File: src/rtl/cdiv_pkg.sv
`timescale 1ns/1ps
package cdiv_pkg;
  localparam int FIELD_W = 4;

  typedef enum logic [1:0] {
    MODE_PASS = 2'd0,
    MODE_ONE  = 2'd1,
    MODE_CASC = 2'd2,
    MODE_BAD  = 2'd3
  } div_mode_e;

  function automatic div_mode_e decode_mode(input logic byp1, input logic byp2);
    if (byp1 && byp2)      return MODE_PASS;
    else if (!byp1 && byp2) return MODE_ONE;
    else if (!byp1)        return MODE_CASC;
    else                   return MODE_BAD;
  endfunction
endpackage

File: src/rtl/cdiv_stage.sv
`timescale 1ns/1ps
module cdiv_stage #(
  parameter int CW = 4,
  localparam int RW = CW + 2
) (
  input  logic          clk_i,
  input  logic          rst_ni,
  input  logic          sync_i,
  input  logic          en_i,
  input  logic [CW-1:0] hi_i,
  input  logic [CW-1:0] lo_i,
  output logic [RW-1:0] cnt_o,
  output logic          tc_o,
  output logic          hi_ph_o
);
  logic [RW-1:0] cnt_q;
  logic [RW-1:0] last;

  // last count value = hi + lo + 1 (ratio - 1)
  assign last    = RW'(hi_i) + RW'(lo_i) + RW'(1);
  assign tc_o    = en_i && (cnt_q >= last);
  assign hi_ph_o = cnt_q <= RW'(hi_i);
  assign cnt_o   = cnt_q;

  always_ff @(posedge clk_i or negedge rst_ni) begin
    if (!rst_ni)      cnt_q <= '0;
    else if (sync_i)  cnt_q <= '0;
    else if (en_i)    cnt_q <= tc_o ? '0 : cnt_q + RW'(1);
  end
endmodule

File: src/rtl/cdiv_dcc.sv
`timescale 1ns/1ps
module cdiv_dcc #(
  parameter int PW = 12
) (
  input  logic          clk_i,
  input  logic          rst_ni,
  input  logic          sync_i,
  input  logic          wrap_i,
  input  logic [PW-1:0] period_i,
  output logic          first_half_o,
  output logic          odd_o
);
  logic [PW-1:0] pos_q;

  always_ff @(posedge clk_i or negedge rst_ni) begin
    if (!rst_ni)      pos_q <= '0;
    else if (sync_i)  pos_q <= '0;
    else if (wrap_i)  pos_q <= '0;
    else              pos_q <= pos_q + PW'(1);
  end

  assign first_half_o = pos_q < (period_i >> 1);
  assign odd_o        = period_i[0];
endmodule

File: src/rtl/cdiv_top.sv
`timescale 1ns/1ps
module cdiv_top
  import cdiv_pkg::*;
#(
  parameter int CW = FIELD_W,
  localparam int RW = CW + 2,
  localparam int PW = 2 * RW,
  localparam int NSTG = 2
) (
  input  logic          clk_i,
  input  logic          rst_ni,
  input  logic          sync_i,
  input  logic [CW-1:0] s1_hi_i,
  input  logic [CW-1:0] s1_lo_i,
  input  logic          s1_byp_i,
  input  logic [CW-1:0] s2_hi_i,
  input  logic [CW-1:0] s2_lo_i,
  input  logic          s2_byp_i,
  input  logic          dcc_off_i,
  output logic          clk_o,
  output logic          cfg_err_o
);
  div_mode_e     mode;
  logic [CW-1:0] hi_f   [NSTG];
  logic [CW-1:0] lo_f   [NSTG];
  logic [RW-1:0] ratio  [NSTG];
  logic [RW-1:0] stg_cnt[NSTG];
  logic [NSTG-1:0] stg_tc;
  logic [NSTG-1:0] stg_hi;
  logic [PW-1:0] period;
  logic          wrap;
  logic          dcc_hi;
  logic          dcc_odd;
  logic          byp_all;
  logic          out_d, out_q, neg_q;

  assign mode      = decode_mode(s1_byp_i, s2_byp_i);
  assign byp_all   = (mode == MODE_PASS);
  assign cfg_err_o = (mode == MODE_BAD);

  assign hi_f[0] = s1_hi_i;
  assign lo_f[0] = s1_lo_i;
  assign hi_f[1] = s2_hi_i;
  assign lo_f[1] = s2_lo_i;

  for (genvar g = 0; g < NSTG; g++) begin : g_stg
    logic en;
    if (g == 0) begin : g_head
      assign en = 1'b1;
    end else begin : g_tail
      assign en = stg_tc[g-1];
    end
    assign ratio[g] = RW'(hi_f[g]) + RW'(lo_f[g]) + RW'(2);
    cdiv_stage #(.CW(CW)) i_stage (
      .clk_i  (clk_i),
      .rst_ni (rst_ni),
      .sync_i (sync_i),
      .en_i   (en),
      .hi_i   (hi_f[g]),
      .lo_i   (lo_f[g]),
      .cnt_o  (stg_cnt[g]),
      .tc_o   (stg_tc[g]),
      .hi_ph_o(stg_hi[g])
    );
  end

  assign period = (mode == MODE_CASC) ? PW'(ratio[0]) * PW'(ratio[1]) : PW'(ratio[0]);
  assign wrap   = (mode == MODE_CASC) ? stg_tc[1] : stg_tc[0];

  cdiv_dcc #(.PW(PW)) i_dcc (
    .clk_i       (clk_i),
    .rst_ni      (rst_ni),
    .sync_i      (sync_i),
    .wrap_i      (wrap),
    .period_i    (period),
    .first_half_o(dcc_hi),
    .odd_o       (dcc_odd)
  );

  always_comb begin
    unique case (mode)
      MODE_ONE:  out_d = dcc_off_i ? stg_hi[0] : dcc_hi;
      MODE_CASC: out_d = dcc_off_i ? stg_hi[1] : dcc_hi;
      default:   out_d = 1'b0;
    endcase
  end

  always_ff @(posedge clk_i or negedge rst_ni) begin
    if (!rst_ni)     out_q <= 1'b0;
    else if (sync_i) out_q <= 1'b0;
    else             out_q <= out_d;
  end

  // half-cycle stretch for odd periods
  always_ff @(negedge clk_i or negedge rst_ni) begin
    if (!rst_ni) neg_q <= 1'b0;
    else         neg_q <= out_q;
  end

  assign clk_o = byp_all ? clk_i : (out_q | (neg_q & dcc_odd & ~dcc_off_i));
endmodule

File: config.mk
export PLATFORM = sky130hd
export DESIGN_NAME = cdiv_top
export DESIGN_NICKNAME = d
export VERILOG_FILES = /design/src/rtl/cdiv_pkg.sv /design/src/rtl/cdiv_stage.sv /design/src/rtl/cdiv_dcc.sv /design/src/rtl/cdiv_top.sv
export SDC_FILE = /design/constraint.sdc
export NUM_CORES = 1
export LEC_CHECK = 0
export BUFFER_PORTS_ARGS = -buffer_cell sky130_fd_sc_hd__buf_4
export CAP_MARGIN = 10
export CORE_UTILIZATION = 40
export CTS_CLUSTER_SIZE = 10
export DETAILED_ROUTE_END_ITERATION = 10
export MAX_ROUTING_LAYER = met4
export PLACE_DENSITY = 0.57
export SYNTH_ARGS = -nofsm -noshare
export SYNTH_HDL_FRONTEND = slang
export SYNTH_SLANG_ARGS = --single-unit
File: constraint.sdc
create_clock -name clk_i -period 2.83 [get_ports clk_i]
set_clock_uncertainty 0.2 [all_clocks]
set_input_delay 0.566 -clock clk_i [delete_from_list [all_inputs] [get_ports clk_i]]
set_output_delay 0.566 -clock clk_i [all_outputs]
set_load 0.02 [all_outputs]
==> impl_metrics.json <==
{
  "synth-edff-count": 0,
  "pin_count": 24,
  "firstDrtPassIters": 4,
  "grt_max_degree": 26,
  "post-route-util_pct": 62.0,
  "synth_common_cells": "ha_1, inv_1, nand2_1",
  "placeableCoreArea_um2": 8680,
  "gp_congestion": 0.852,
  "fmax_mhz": 172,
  "worst_path_most_repeated_cell": "buf_6",
  "critPathMaxFanout": 4,
  "whs_endpoint": "g_stg[1].i_stage.cnt_o[0]",
  "synth_cell_types": 53,
  "met2WireLength_mm": 4.97,
  "ff_latch_area_um2": 651,
  "cpPeakStageDelay_ns": 0.38,
  "start_kind": "input port",
  "initial_utilization_pct": 41.2,
  "final-hold-violation-count": 0,
  "path_class": "in -> reg",
  "min_path_cells": 2,
  "port_buffers": 23,
  "p_leak_nw": 2.60,
  "grt_pass1_wl_mm": 15.6,
  "n_antenna_cell": 0,
  "synth_seq_cells": 26,
  "fin_crit_sh_pct": 205,
  "vias": 3325,
  "cp.required_ns": 2.91,
  "cp_slowest_cell": "fa_2",
  "rows": 34,
  "route.layer.met1.wl_mm": 4.66,
  "dr.max_layer_used": "met4",
  "wirelength_mm": 10.3,
  "die_height_um": 96.6,
  "grt_util_all_layers_pct": 22.7,
  "yosysTopAreaCellShare_pct": 22.7,
  "areaGrowthSynthToFinish_pct": 50.3,
  "antenna_left": 0,
  "drt-initial-drc-count": 104,
  "grt_remaining_overflow": 0,
  "relSlewSlack_pct": 69.8,
  "drive_above_1_share_pct": 41.8,
  "fillers": 724,
  "cp-end-kind": "flip-flop",
  "yosys_warnings": 0,
  "yosys-top-cells-area": "ha_1, dfrtp_1, fa_1",
  "worst_pin_slew_ns": 0.451,
  "reg2reg_depth": 7,
  "multiInputGateArea_um2": 3260,
  "via_per_inst": 5.24,
  "r2r_slack_ns": 0.62,
  "grt_pass1_vias": 3299,
  "violations": "negative setup slack",
  "power.density_nw_per_um2": 715,
  "die_w_um": 96.6,
  "cap_violations": 0,
  "maxSlewViolCount": 0,
  "rsz0062_at_grt": "true",
  "syn_area_per_cell_um2": 8.81,
  "worstHoldPathType": "in -> reg",
  "cts_tree": "yes",
  "peakVddDrop_v": 0.000363,
  "synth_top_area_cell": "ha_1",
  "critical_path_arrival_ns": 5.89,
  "async_flop_share_pct": 100,
  "synth_fp_nets": 512,
  "drcViolationCount": 0,
  "synth_seq_area_share_pct": 18.2,
  "hold_ws_ns": 0.247,
  "r2r_start": "g_stg[0].i_stage.cnt_o[0]",
  "routedWlPerCell_um": 16.3,
  "antenna_found_initial": 0,
  "synth_cells": 406,
  "layout_min_cycle_time_ns": 5.81,
  "route.met3.wl_um": 361,
  "run_status": "finished, violations left",
  "setup_viol": 26,
  "rr_endpoint": "g_stg[1].i_stage.cnt_o[5]",
  "hold_path_startpoint": "sync_i",
  "worst_slack_ns": -2.98,
  "fin_nets": 633,
  "clk_pin_slew_ns": 0.09,
  "synth.most_common_cell": "ha_1",
  "dieArea_um2": 9320,
  "clkLatencyLatePin_ns": 0.38,
  "netlist_area_um2": 3580,
  "synth_flop_cell": "dfrtp_1",
  "dp_hpwl_mm": 7.12
}
-- per-layer routing --
| metal | global-route usage [%] | up-vias |
|---|---|---|
| met5 | - | - |
| met4 | 5.39 | 0 |
| met3 | 2.66 | 29 |
| met2 | 38.3 | 77 |
| met1 | 29.1 | 1592 |
| li1 | - | 1627 |
-- critical path: cells and delay by family --
family / cells / cell delay [ns]
xor+xnor: 2 / 0.35
buf+inv: 28 / 3.01
fa+ha+maj: 4 / 0.95
compound gates: 2 / 0.51
simple gates: 4 / 0.43
-- report_power, final --
| group | switching [W] | internal, W |
|---|---|---|
| combinational | 0.00146 | 0.00147 |
| clock | 0.000147 | 0.000289 |
| sequential | 0.0000546 | 0.000414 |
| total | 0.00167 | 0.00218 |
-- placed cells by master (no fill, tap or decap), drive strengths merged, types with 2 or more instances in the layout --
master,count
nand4,2
mux2i,6
o21ai,11
a2111oi,3
nor4b,2
o22a,2
a31oi,3
or3,2
nor2b,6
and2,16
and3,4
a21oi,24
ha,65
clkbuf,6
xnor2,18
o21bai,3
o211ai,2
fa,19
nand3,19
nand3b,2
inv,40
nand2,40
nor3,4
o21a,6
buf,119
nand2b,5
and3b,2
o31ai,2
nor2,30
xor2,16
a21o,10
dfrtp,25
-- cell type report --
type	count	area share, %
Multi-Input combinational cell	333	60.7
Sequential cell	26	12.1
Clock inverter	1	0.559
Timing Repair Buffer	119	19.6
Tap cell	108	2.51
Clock buffer	7	1.75
Inverter	40	2.79
-- worst max-delay path by stage --
stage | from | end | slack, ns | depth (start not counted)
final | s1_hi_i[0] | g_stg[1].i_stage.cnt_o[2] | -2.98 | 40
after global routing | s1_hi_i[0] | out_q | -3.23 | 25
after detailed placement | s1_hi_i[0] | out_q | -3.46 | 22
after global placement | s1_hi_i[0] | out_q | -3.37 | 22
after CTS | s2_hi_i[0] | out_q | -2.94 | 23
after floorplan | s1_hi_i[0] | out_q | -3.05 | 21
-- metrics by stage --
stage	worst slack (ns)	area (µm²)	TNS, ns	power [W]	instances
finish	-2.98	5380	-73.60	0.00384	634
global route	-3.23	5380	-75.87	0.00422	634
CTS	-2.94	4950	-11.15	0.00369	604
detailed placement	-3.46	4430	-26.31	0.00302	580
global placement	-3.37	4430	-25.12	0.00299	580
floorplan	-3.05	3790	-14.31	0.00224	406
-- kinds of logic after synthesis --
family                   count (synthesis)  share of synthesized area [%]
AND/OR/NAND/NOR                        138                           19.3
XOR/XNOR                                34                           9.17
adder cells (fa/ha/maj)                 84                           33.4
flip-flops                              26                           18.2
AO/OA/AOI/OAI                           70                           12.9
multiplexers                             6                           1.68
buffers and inverters                   48                           5.32
-- flip-flops by register name, indices dropped and copies added (netlist names) --
| signal | cells |
|---|---|
| neg_q | 1 |
| g_stg.i_stage.cnt_o | 12 |
| out_q | 1 |
| i_dcc.pos_q | 12 |
-- repair_timing --
item | 4_1_cts | 5_1_grt
buffers inserted | 16 | 31
gates cloned | 1 | 0
endpoints found under the hold margin | 9 | 0
endpoints found under the setup margin | 26 | 26
hold buffers | 1 | 0
resized for setup | 58 | 54
pin swaps | 44 | 15
No activity file was read; power rests on OpenSTA's default activity.
